`config.mk`:
```
export PLATFORM = sky130hd
export DESIGN_NAME = phy_cfg_seq
export DESIGN_NICKNAME = d
export VERILOG_FILES = /design/src/rtl/phy_cfg_pkg.sv /design/src/rtl/phy_cfg_dp.sv /design/src/rtl/phy_cfg_ctl.sv /design/src/rtl/phy_cfg_seq.sv
export SDC_FILE = /design/constraint.sdc
export NUM_CORES = 1
export LEC_CHECK = 0
export BUFFER_PORTS_ARGS = -buffer_cell sky130_fd_sc_hd__buf_2
export CAP_MARGIN = 10
export CORE_MARGIN = 2
export CORE_UTILIZATION = 41
export CTS_CLUSTER_DIAMETER = 100
export CTS_CLUSTER_SIZE = 16
export DETAILED_ROUTE_END_ITERATION = 12
export GPL_TIMING_DRIVEN = 0
export PLACE_DENSITY_LB_ADDON = 0.3
export SLEW_MARGIN = 20
export SYNTH_ARGS = -nofsm -noshare
export SYNTH_HDL_FRONTEND = slang
export SYNTH_SLANG_ARGS = --single-unit
```
`constraint.sdc`:
```
create_clock -name clk -period 5.7 [get_ports clk]
set_input_delay 0.855 -clock clk [delete_from_list [all_inputs] [get_ports clk]]
set_output_delay 0.855 -clock clk [all_outputs]
set_load 0.01 [all_outputs]
```
`src/rtl/phy_cfg_pkg.sv`:
```
package phy_cfg_pkg;

  localparam logic [7:0] ADDR_INIT  = 8'h34;
  localparam logic [7:0] DATA_INIT  = 8'h15;
  localparam logic [7:0] ADDR_FINAL = 8'h00;
  localparam logic [7:0] DATA_FINAL = 8'hFF;
  localparam logic [7:0] NO_BAND    = 8'hFF;  // sentinel: rate not in any range
  localparam int         LANES_MAX  = 4;

  typedef enum logic [2:0] {
    S_IDLE, S_CHECK, S_CLR, S_SETTLE, S_WRITE, S_DONE, S_FAIL
  } seqState_t;

  // strobes from control to datapath
  typedef struct packed {
    logic       capture;  // latch lane count and band lookup
    logic       clrOn;    // raise clear and clock, load lane mask
    logic       clrOff;   // drop clear
    logic       drive;    // drive test pins for phase/wrIdx
    logic [1:0] phase;
    logic [2:0] wrIdx;
  } seqCmd_t;

  function automatic logic [7:0] laneAddr(input logic [1:0] lane);
    case (lane)
      2'd0:    laneAddr = 8'h44;
      2'd1:    laneAddr = 8'h54;
      2'd2:    laneAddr = 8'h84;
      default: laneAddr = 8'h94;
    endcase
  endfunction

endpackage

```
`src/rtl/phy_cfg_dp.sv`:
```
module phy_cfg_dp
  import phy_cfg_pkg::*;
#(
  parameter int RATE_W    = 16,
  parameter int NUM_BANDS = 8,
  parameter logic [NUM_BANDS*RATE_W-1:0] BAND_LO   = '0,
  parameter logic [NUM_BANDS*RATE_W-1:0] BAND_HI   = '0,
  parameter logic [NUM_BANDS*6-1:0]      BAND_CODE = '0
) (
  input  logic              clk,
  input  logic              rst,
  input  seqCmd_t           cmd,
  input  logic [2:0]        cfgLanes,
  input  logic [RATE_W-1:0] cfgRate,
  output logic              cfgOk,
  output logic [2:0]        lastIdx,
  output logic              testClr,
  output logic              testClk,
  output logic              testEn,
  output logic [7:0]        testDin,
  output logic [3:0]        laneEn
);

  logic [7:0] bandSel;
  logic [5:0] bandReg;
  logic [2:0] laneNum;
  logic       okReg;
  logic       lanesValid;
  logic [3:0] laneMask;
  logic [7:0] wAddr, wData;

  // first matching entry in index order wins
  always_comb begin
    bandSel = NO_BAND;
    for (int i = 0; i < NUM_BANDS; i++) begin
      if (bandSel == NO_BAND &&
          cfgRate >  BAND_LO[i*RATE_W +: RATE_W] &&
          cfgRate <= BAND_HI[i*RATE_W +: RATE_W])
        bandSel = {2'b00, BAND_CODE[i*6 +: 6]};
    end
  end

  assign lanesValid = (cfgLanes == 3'd1) || (cfgLanes == 3'd2) || (cfgLanes == 3'd4);

  always_comb begin
    case (laneNum)
      3'd1:    laneMask = 4'b0001;
      3'd2:    laneMask = 4'b0011;
      3'd4:    laneMask = 4'b1111;
      default: laneMask = 4'b0000;
    endcase
  end

  assign lastIdx = laneNum + 3'd1;
  assign cfgOk   = okReg;

  always_comb begin
    if (cmd.wrIdx == 3'd0) begin
      wAddr = ADDR_INIT;
      wData = DATA_INIT;
    end else if (cmd.wrIdx == lastIdx) begin
      wAddr = ADDR_FINAL;
      wData = DATA_FINAL;
    end else begin
      wAddr = laneAddr(2'(cmd.wrIdx - 3'd1));
      wData = {2'b00, bandReg};
    end
  end

  always_ff @(posedge clk) begin
    if (rst) begin
      bandReg <= '0;
      laneNum <= '0;
      okReg   <= 1'b0;
      testClr <= 1'b0;
      testClk <= 1'b0;
      testEn  <= 1'b0;
      testDin <= '0;
      laneEn  <= '0;
    end else begin
      if (cmd.capture) begin
        bandReg <= bandSel[5:0];
        laneNum <= cfgLanes;
        okReg   <= lanesValid && (bandSel != NO_BAND);
      end
      if (cmd.clrOn) begin
        testClr <= 1'b1;
        testClk <= 1'b1;
        laneEn  <= laneMask;
      end
      if (cmd.clrOff) testClr <= 1'b0;
      if (cmd.drive) begin
        testClk <= (cmd.phase == 2'd0) || (cmd.phase == 2'd3);
        testEn  <= (cmd.phase == 2'd0) || (cmd.phase == 2'd1);
        testDin <= cmd.phase[1] ? wData : wAddr;
      end
    end
  end

endmodule

```
`src/rtl/phy_cfg_ctl.sv`:
```
module phy_cfg_ctl
  import phy_cfg_pkg::*;
#(
  parameter int CLR_CYCLES    = 25000,
  parameter int SETTLE_CYCLES = 25000,
  parameter int HOLD_CYCLES   = 4
) (
  input  logic       clk,
  input  logic       rst,
  input  logic       start,
  input  logic       cfgOk,
  input  logic [2:0] lastIdx,
  output seqCmd_t    cmd,
  output logic       done,
  output logic       error
);

  localparam int CNT_A   = (CLR_CYCLES > SETTLE_CYCLES) ? CLR_CYCLES : SETTLE_CYCLES;
  localparam int CNT_MAX = (CNT_A > HOLD_CYCLES) ? CNT_A : HOLD_CYCLES;
  localparam int CNT_W   = $clog2(CNT_MAX + 1);
  localparam logic [CNT_W-1:0] CLR_END    = CNT_W'(CLR_CYCLES - 1);
  localparam logic [CNT_W-1:0] SETTLE_END = CNT_W'(SETTLE_CYCLES - 1);
  localparam logic [CNT_W-1:0] HOLD_END   = CNT_W'(HOLD_CYCLES - 1);

  seqState_t        state, stateN;
  logic [CNT_W-1:0] cnt, cntN;
  logic [1:0]       phase, phaseN;
  logic [2:0]       idx, idxN;

  always_comb begin
    cmd    = '0;
    stateN = state;
    cntN   = cnt + 1'b1;
    phaseN = phase;
    idxN   = idx;
    case (state)
      S_IDLE: begin
        cntN = '0;
        if (start) begin
          cmd.capture = 1'b1;
          stateN      = S_CHECK;
        end
      end
      S_CHECK: begin
        cntN = '0;
        if (cfgOk) begin
          cmd.clrOn = 1'b1;
          stateN    = S_CLR;
        end else begin
          stateN = S_FAIL;
        end
      end
      S_CLR: if (cnt == CLR_END) begin
        cmd.clrOff = 1'b1;
        cntN       = '0;
        stateN     = S_SETTLE;
      end
      S_SETTLE: if (cnt == SETTLE_END) begin
        cntN      = '0;
        phaseN    = 2'd0;
        idxN      = 3'd0;
        cmd.drive = 1'b1;
        stateN    = S_WRITE;
      end
      S_WRITE: if (cnt == HOLD_END) begin
        cntN = '0;
        if (phase != 2'd3) begin
          phaseN    = phase + 2'd1;
          cmd.drive = 1'b1;
        end else if (idx == lastIdx) begin
          stateN = S_DONE;
        end else begin
          idxN      = idx + 3'd1;
          phaseN    = 2'd0;
          cmd.drive = 1'b1;
        end
      end
      default: begin
        cntN   = '0;
        stateN = S_IDLE;
      end
    endcase
    cmd.phase = phaseN;
    cmd.wrIdx = idxN;
  end

  always_ff @(posedge clk) begin
    if (rst) begin
      state <= S_IDLE;
      cnt   <= '0;
      phase <= '0;
      idx   <= '0;
    end else begin
      state <= stateN;
      cnt   <= cntN;
      phase <= phaseN;
      idx   <= idxN;
    end
  end

  assign done  = (state == S_DONE);
  assign error = (state == S_FAIL);

endmodule

```
`src/rtl/phy_cfg_seq.sv`:
```
module phy_cfg_seq
  import phy_cfg_pkg::*;
#(
  parameter int RATE_W        = 16,
  parameter int NUM_BANDS     = 8,
  parameter logic [NUM_BANDS*RATE_W-1:0] BAND_LO =
    {16'd170, 16'd150, 16'd140, 16'd130, 16'd110, 16'd100, 16'd90, 16'd80},
  parameter logic [NUM_BANDS*RATE_W-1:0] BAND_HI =
    {16'd180, 16'd170, 16'd150, 16'd140, 16'd130, 16'd110, 16'd100, 16'd90},
  parameter logic [NUM_BANDS*6-1:0] BAND_CODE =
    {6'h12, 6'h02, 6'h21, 6'h11, 6'h01, 6'h20, 6'h10, 6'h00},
  parameter int CLR_CYCLES    = 25000,
  parameter int SETTLE_CYCLES = 25000,
  parameter int HOLD_CYCLES   = 4
) (
  input  logic              clk,
  input  logic              rst,
  input  logic              start,
  input  logic [2:0]        laneCount,
  input  logic [RATE_W-1:0] bitRate,
  output logic              testClr,
  output logic              testClk,
  output logic              testEn,
  output logic [7:0]        testDin,
  output logic [3:0]        laneEn,
  output logic [3:0]        turnDisable,
  output logic [3:0]        turnRequest,
  output logic              done,
  output logic              error
);

  seqCmd_t    cmd;
  logic       cfgOk;
  logic [2:0] lastIdx;

  phy_cfg_ctl #(
    .CLR_CYCLES(CLR_CYCLES), .SETTLE_CYCLES(SETTLE_CYCLES), .HOLD_CYCLES(HOLD_CYCLES)
  ) uCtl (
    .clk(clk), .rst(rst), .start(start), .cfgOk(cfgOk), .lastIdx(lastIdx),
    .cmd(cmd), .done(done), .error(error)
  );

  phy_cfg_dp #(
    .RATE_W(RATE_W), .NUM_BANDS(NUM_BANDS),
    .BAND_LO(BAND_LO), .BAND_HI(BAND_HI), .BAND_CODE(BAND_CODE)
  ) uDp (
    .clk(clk), .rst(rst), .cmd(cmd), .cfgLanes(laneCount), .cfgRate(bitRate),
    .cfgOk(cfgOk), .lastIdx(lastIdx),
    .testClr(testClr), .testClk(testClk), .testEn(testEn), .testDin(testDin),
    .laneEn(laneEn)
  );

  assign turnDisable = {LANES_MAX{1'b1}};
  assign turnRequest = {LANES_MAX{1'b0}};

endmodule

```
==> reports/summary.txt, run 1 <==
Crit Path Category - flip-flop to flip-flop
CP endpoint - uDp.testDin[7]
Die Area - 0.00765 mm^2
number of global-route vias before repair - 2372
Row Count - 30
hold_ws - 0.467 ns
status - finished clean
Top FF cell, synth - dfxtp_1
Reg power frac - 43.8%
syn_area_per_cell - 8.23 um^2
Buf+Inv Stages, Crit Path - 2
post-synth cell types - 67
Tmin final - 3.60 ns
placed insts - 465
area post-placement - 0.00315 mm^2
hpwl dp - 4.90 mm
Max transition margin - 51.7%
Setup TNS Final - 0 ns
largest net degree at the start of global routing - 18
pwr dens - 268 mW/mm^2
Setup crit end kind - flip-flop
final wirelength - 6.36 mm
number of post-CTS setup repair buffers - 0
worst vdd ir - 0.000126 V
final worst-path cycle share - 63.2%
Leak - 1.33 nW
max_cap viols - 0
Fill cells - 665
final setup skew - 0.0148 ns
Seq/Total Area, Yosys - 32.2%
die height - 87.5 um
chip width - 87.5 um
Clk pwr share - 25.2%
DR WL/cell - 13.4 um
wire length of the first global-routing pass - 10.7 mm
Crit path max-delay family - simple AND/OR/NAND/NOR gates
Design Power - 0.000869 W
CTS tree - done
crit-path cells - inv_1 -> ha_1 -> xor2_1 -> nor3_1 -> nor4_1 -> mux2_4 -> ha_1 -> inv_1 -> a211oi_2 -> nor4_1 -> nand3_1 -> o211ai_1
fraction of layout cells with a size suffix above 1 - 18.3%
RSZ-0062 raised after global routing - false
Post-Syn Area - 0.00286 mm^2
Max Slew Vio Count - 0
crit-path max FO - 7
worst-margin pin slew - 0.718 ns
clk sinks - 46
Worst-Skew Late Latency - 0.31 ns
Fmax - 278 MHz
Nets - 424
Worst-path clk slew - 0.11 ns
CP Data Arrival Time - 3.84 ns
htree depth - 2
Max stage delay on crit path - 0.58 ns
DRT antenna net count - 0
CTS Hold Bufs - 0
Worst Setup SP - uDp.laneNum[0]
Remaining DRCs - 0
switching share of total power - 36.5%
core area - 0.00676 mm^2
NetSw - 0.000317 W
Post-synth EDFFs - 0
Cells after Synth - 347
Via Count - 2570
yosys warns - 0
ant diodes - 0
share of flip-flops with an asynchronous set or reset - 0%
reg-to-reg endpoint - uDp.testDin[7]
initial core utilization - 42.3%
critical path depth in cells - 12
Req. time, crit path - 5.94 ns
GRT overflow - 0
port bufs - 32
post-route cell area - 0.00324 mm^2
Int Pwr - 0.000552 W
Non-Filler Instances - 473
R2R cell count - 12
first-pass iteration count of the detailed router - 4
routed vias/inst - 5.43
TritonCTS Buffers - 5
total track usage - 17.5%
initial drt markers - 106
Yosys reg bits - 46
Setup-failing EPs final - 0
total I/O pin count - 47
Hold WC Path Type - flip-flop to flip-flop
Final GP Congestion - 0.854
area grow syn2layout - 13.5%
slowest CP cell - nor4_1
Setup crit start kind - flip-flop
root buf cell - clkbuf_8
initial antenna violation count - 0
Crit Reg-Reg Startpoint - uDp.laneNum[0]
Logic pwr share - 31.0%
Hold Vio Cnt, Final - 0
r2r setup slk - 2.10 ns
CTS resizes - 0
CTS Buffer Depth - 2
## logic make-up (layout without fill, tap and decap cells)
group,count (synthesis),in the layout,share of synthesized area [%]
and+or+nand+nor,148,148,27.4
AOI/OAI and AO/OA,74,74,17.9
DFF,46,46,32.2
buffers and inverters,36,76,6.31
xor gates and xnor gates,20,20,7.31
muxes,11,11,4.25
adders and majority gates,10,10,4.38
other,2,8,0.263
## power groups by stage
| stage | registers [W] | logic (W) | clock network (W) |
|---|---|---|---|
| floorplan | 0.000377 | 0.000212 | 0 |
| global placement | 0.000386 | 0.000258 | 0 |
| detailed placement | 0.000387 | 0.000266 | 0 |
| CTS | 0.000380 | 0.000268 | 0.000227 |
| global route | 0.000386 | 0.000304 | 0.000241 |
| finish | 0.000381 | 0.000269 | 0.000219 |
## final cells by class
type / count / area (um^2) / share of cell area [%]
inverters: 9 / 33.8 / 1.04
flip-flops and latches: 46 / 921 / 28.4
repair buffers: 32 / 160 / 4.94
clock buffers: 5 / 68.8 / 2.12
plain buffers: 27 / 146 / 4.51
clock inverters: 3 / 28.8 / 0.887
multi-input cells: 271 / 1780 / 55.0
well taps: 80 / 100 / 3.09
## routing by layer
layer / global-route usage [%] / part of all wire [%] / wire [um] / vias to the layer above
met2: 30.8 / 48 / 3050 / 48
met5: 0 / 0 / 0 / -
met1: 21.6 / 47 / 3000 / 1185
li1: - / - / - / 1327
met4: 5.31 / 1.8 / 115 / 0
met3: 3.22 / 3.1 / 196 / 10
## stage by stage
stage	util, %	worst slack, ns
4_1_cts	48.0	2.10
2_1_floorplan	-	2.70
5_1_grt	48.0	1.76
3_5_place_dp	46.6	2.13
3_3_place_gp	46.5	2.22
6_report	48.0	2.10
## worst min path at each step
stage | startpoint | to | slack [ns] | cells past startpoint
2_1_floorplan | uCtl.cnt[0] | uCtl.cnt[0] | 0.43 | 1
3_3_place_gp | uCtl.cnt[0] | uCtl.cnt[0] | 0.44 | 1
3_5_place_dp | uCtl.cnt[0] | uCtl.cnt[0] | 0.46 | 1
4_1_cts | uCtl.cnt[0] | uCtl.cnt[0] | 0.48 | 1
5_1_grt | uDp.laneEn[2] | uDp.laneEn[2] | 0.52 | 2
6_report | uCtl.cnt[0] | uCtl.cnt[0] | 0.47 | 1
## state kept, by name, indices dropped and copies added, names as in the netlist
| signal | cells |
|---|---|
| uCtl.cnt | 15 |
| uDp.testDin | 8 |
| uDp.bandReg | 5 |
| uCtl.idx | 3 |
| uCtl.state | 3 |
| uDp.laneEn | 3 |
| uDp.laneNum | 3 |
| uCtl.phase | 2 |
| uDp.cfgOk | 1 |
| uDp.testClk | 1 |
| uDp.testClr | 1 |
| uDp.testEn | 1 |
## synth_stat cells, drive strengths merged, types with 3 or more instances
cell type,n,share of area [%]
or3,4,0.88
and3,6,1.4
o211ai,3,0.79
or4b,3,1.1
ha,10,4.4
nand3,15,2.6
o31ai,3,0.79
mux2,3,1.4
a211oi,6,1.8
o21ai,11,2.1
clkbuf,13,1.7
or4,4,1.4
dfxtp,46,32
and2,4,0.88
nor3,13,2.3
mux2i,8,2.8
a22o,3,0.92
inv,9,1.2
nand4,5,1.1
nor4,8,2.0
xor2,13,4.6
xnor2,6,1.8
nand2,15,2.0
a21oi,20,3.5
nor2,53,7.2
nand2b,5,1.1
buf,14,3.4
a21o,6,1.6
## worst reg2reg max path, cell delays in order, from the launching register on
cell      delay, ns
dfxtp_1        0.52
inv_1          0.14
ha_1           0.44
xor2_1         0.21
nor3_1         0.51
nor4_1         0.15
mux2_4         0.34
ha_1           0.19
inv_1          0.06
a211oi_2       0.07
nor4_1         0.58
nand3_1        0.19
o211ai_1       0.13
## cells in the final DEF (no fill, tap or decap), types with 3 or more instances in the layout
cell type  count
and2_1         4
a21oi_1       20
xnor2_1        6
inv_1          9
and3_1         5
xor2_1        12
a211oi_1       5
o21ai_0       10
a21o_1         6
mux2i_1        8
clkbuf_1      13
conb_1         8
clkbuf_8       5
nand2b_1       5
a22o_1         3
nor3_1        13
nand3_1       15
o31ai_1        3
ha_1          10
or3_1          4
nand4_1        5
o211ai_1       3
nand2_1       15
or4_4          3
dfxtp_1       46
nor4_1         7
buf_2         35
buf_4          9
nor2_1        52
(Power assumes the default switching activity.)
==> inputs of run 2 (changes only) <==
==> constraint.sdc (replaced) <==
create_clock -name clk -period 3.74 [get_ports clk]
set_input_delay 0.561 -clock clk [delete_from_list [all_inputs] [get_ports clk]]
set_output_delay 0.561 -clock clk [all_outputs]
set_load 0.01 [all_outputs]
==> run 2 against run 1 <==
  * Die area unchanged
  * Sequential power increased by 52%
  * Power increased by 53%
  * Hold slack unchanged
  * First-iteration DRC count increased by 9.4%
  * Via count increased by 0.93%
  * Clock power increased by 53%
  * Combinational power increased by 54%
  * Count of clock-buffer cells in the layout unchanged
  * Clock skew increased by 0.00088 ns
  * Critical endpoint unchanged
  * Largest power group unchanged
==> reports/summary.txt, run 2 (synthesized netlist as in run 1, its figures left out) <==
Logic pwr share - 31.1% (about the same)
TritonCTS Buffers - 5 (unchanged)
Tmin final - 3.36 ns (-0.237 ns)
final setup skew - 0.0157 ns (+0.000876 ns)
Req. time, crit path - 3.98 ns (-1.96 ns)
Worst Hold Path Cells - 1 (unchanged)
Hold Vio Cnt, Final - 0 (unchanged)
chip width - 87.5 um (unchanged)
total I/O pin count - 47 (unchanged)
Crit Reg-Reg Startpoint - uDp.laneNum[0]
number of post-CTS setup repair buffers - 0 (unchanged)
hpwl dp - 4.90 mm (unchanged)
Nets - 424 (unchanged)
Setup crit end kind - flip-flop
total track usage - 17.5% (unchanged)
final worst-path cycle share - 89.9% (+27 points)
GRT overflow - 0 (unchanged)
switching share of total power - 36.6% (+0.14 points)
fraction of layout cells with a size suffix above 1 - 19.1% (+0.76 points)
max_cap viols - 0 (unchanged)
Worst-path clk slew - 0.11 ns (about the same)
Via Count - 2594 (+0.93%)
number of global-route vias before repair - 2372 (unchanged)
largest net degree at the start of global routing - 18 (unchanged)
RSZ-0062 raised after global routing - false
core area - 0.00676 mm^2 (unchanged)
initial antenna violation count - 0 (unchanged)
Leak - 1.33 nW (+0.26%)
initial drt markers - 116 (+9.4%)
Setup-failing EPs final - 0 (unchanged)
initial core utilization - 42.3% (unchanged)
Fmax - 297 MHz (+7.1%)
Biggest register - uCtl.cnt
most frequent cells in the layout - nor2_1, dfxtp_1, buf_2, a21oi_1
Final GP Congestion - 0.854 (unchanged)
Setup crit start kind - flip-flop
Hold WC Path Type - flip-flop to flip-flop
Remaining DRCs - 0 (unchanged)
root buf cell - clkbuf_8
placed insts - 465 (unchanged)
clk sinks - 46 (unchanged)
routed vias/inst - 5.48 (+0.93%)
CP Data Arrival Time - 3.61 ns (-0.23 ns)
Clk pwr share - 25.2% (about the same)
max FFs per register - 15 (unchanged)
Worst-Skew Late Latency - 0.31 ns (about the same)
Die Area - 0.00765 mm^2 (unchanged)
Max transition margin - 53.2% (+1.5 points)
DRT antenna net count - 0 (unchanged)
footprint of the multi-input gates - 0.00180 mm^2 (+0.91%)
worst vdd ir - 0.000193 V (+53%)
Worst Hold Launch - uCtl.cnt[0]
Non-Filler Instances - 473 (unchanged)
area post-placement - 0.00315 mm^2 (unchanged)
Worst Setup SP - uDp.laneNum[0]
R2R cell count - 12 (unchanged)
worst-margin pin slew - 0.700 ns (-0.0177 ns)
Row Count - 30 (unchanged)
final wirelength - 6.38 mm (+0.39%)
post-route cell area - 0.00326 mm^2 (+0.50%)
ant diodes - 0 (unchanged)
status - finished clean
pwr dens - 408 mW/mm^2 (+52%)
biggest regs - uCtl.cnt x15, uDp.testDin x8, uDp.bandReg x5
CTS Buffer Depth - 2 (unchanged)
Design Power - 0.00133 W (+53%)
crit-path max FO - 7 (unchanged)
commonest non-fill, non-tap cell in the layout - nor2_1
Max Slew Vio Count - 0 (unchanged)
DR WL/cell - 13.5 um (+0.39%)
die height - 87.5 um (unchanged)
r2r setup slk - 0.38 ns (-1.72 ns)
first-pass iteration count of the detailed router - 4 (unchanged)
Crit Path Category - flip-flop to flip-flop
CTS tree - done
Reg power frac - 43.7% (about the same)
area grow syn2layout - 14.1%
NetSw - 0.000486 W (+53%)
port bufs - 32 (unchanged)
Fill cells - 669 (+0.60%)
Setup TNS Final - 0 ns (unchanged)
Reg area - 921 um^2 (unchanged)
Int Pwr - 0.000842 W (+53%)
htree depth - 2 (unchanged)
wire length of the first global-routing pass - 10.7 mm (unchanged)
==> run 2: final timing paths <==
| check | endpoint |
|---|---|
| setup / recovery | uDp.testDin[7] |
| hold / removal | uCtl.cnt[0] |
| setup reg to reg | uDp.testDin[7] |
| hold reg to reg | uCtl.cnt[0] |
==> run 2: layout make-up <==
cell class,count,area share (%)
repair buffers,32,4.91
inverters,9,1.04
clock inverters,3,0.883
clock buffers,5,2.11
multi-input cells,271,55.2
flip-flops and latches,46,28.3
plain buffers,27,4.49
well taps,80,3.07
==> run 2: stage by stage <==
| stage | utilization [%] | setup WS (ns) | hold slack [ns] |
|---|---|---|---|
| 6_report | 48.2 | 0.378 | 0.467 |
| 5_1_grt | 48.2 | 0.137 | 0.515 |
| 4_1_cts | 48.0 | 0.141 | 0.478 |
| 3_5_place_dp | 46.6 | 0.172 | 0.456 |
| 3_3_place_gp | 46.5 | 0.262 | 0.443 |
| 2_1_floorplan | - | 0.735 | 0.426 |
==> run 2: layer usage <==
| metal | global-route usage, % | part of all wire [%] | wire length, um |
|---|---|---|---|
| met1 | 21.6 | 47 | 3020 |
| met2 | 30.8 | 48 | 3080 |
| met3 | 3.22 | 3.1 | 195 |
| met4 | 5.31 | 1.3 | 85 |
| met5 | 0 | 0 | 0 |
==> run 2: power by group through the flow <==
stage / Sequential [W] / Combinational (W) / Clock (W)
floorplan: 0.000574 / 0.000324 / 0
global placement: 0.000589 / 0.000393 / 0
detailed placement: 0.000590 / 0.000406 / 0
CTS: 0.000578 / 0.000409 / 0.000346
global route: 0.000588 / 0.000466 / 0.000367
finish: 0.000581 / 0.000414 / 0.000334
==> run 2: worst max-delay path, stage by stage (launching register included) <==
cell,delay [ns]
dfxtp_1,0.53
inv_1,0.13
ha_1,0.44
xor2_1,0.22
or3_1,0.40
nand4_1,0.18
mux2_4,0.37
ha_1,0.19
inv_1,0.06
a211oi_2,0.07
nor4_2,0.40
nand3_1,0.17
o211ai_1,0.12
==> run 2: timing repair <==
| action | 4_1_cts | 5_1_grt |
|---|---|---|
| setup endpoints to repair | 0 | 4 |
| hold buffers | 0 | 0 |
| resized for setup | 0 | 3 |
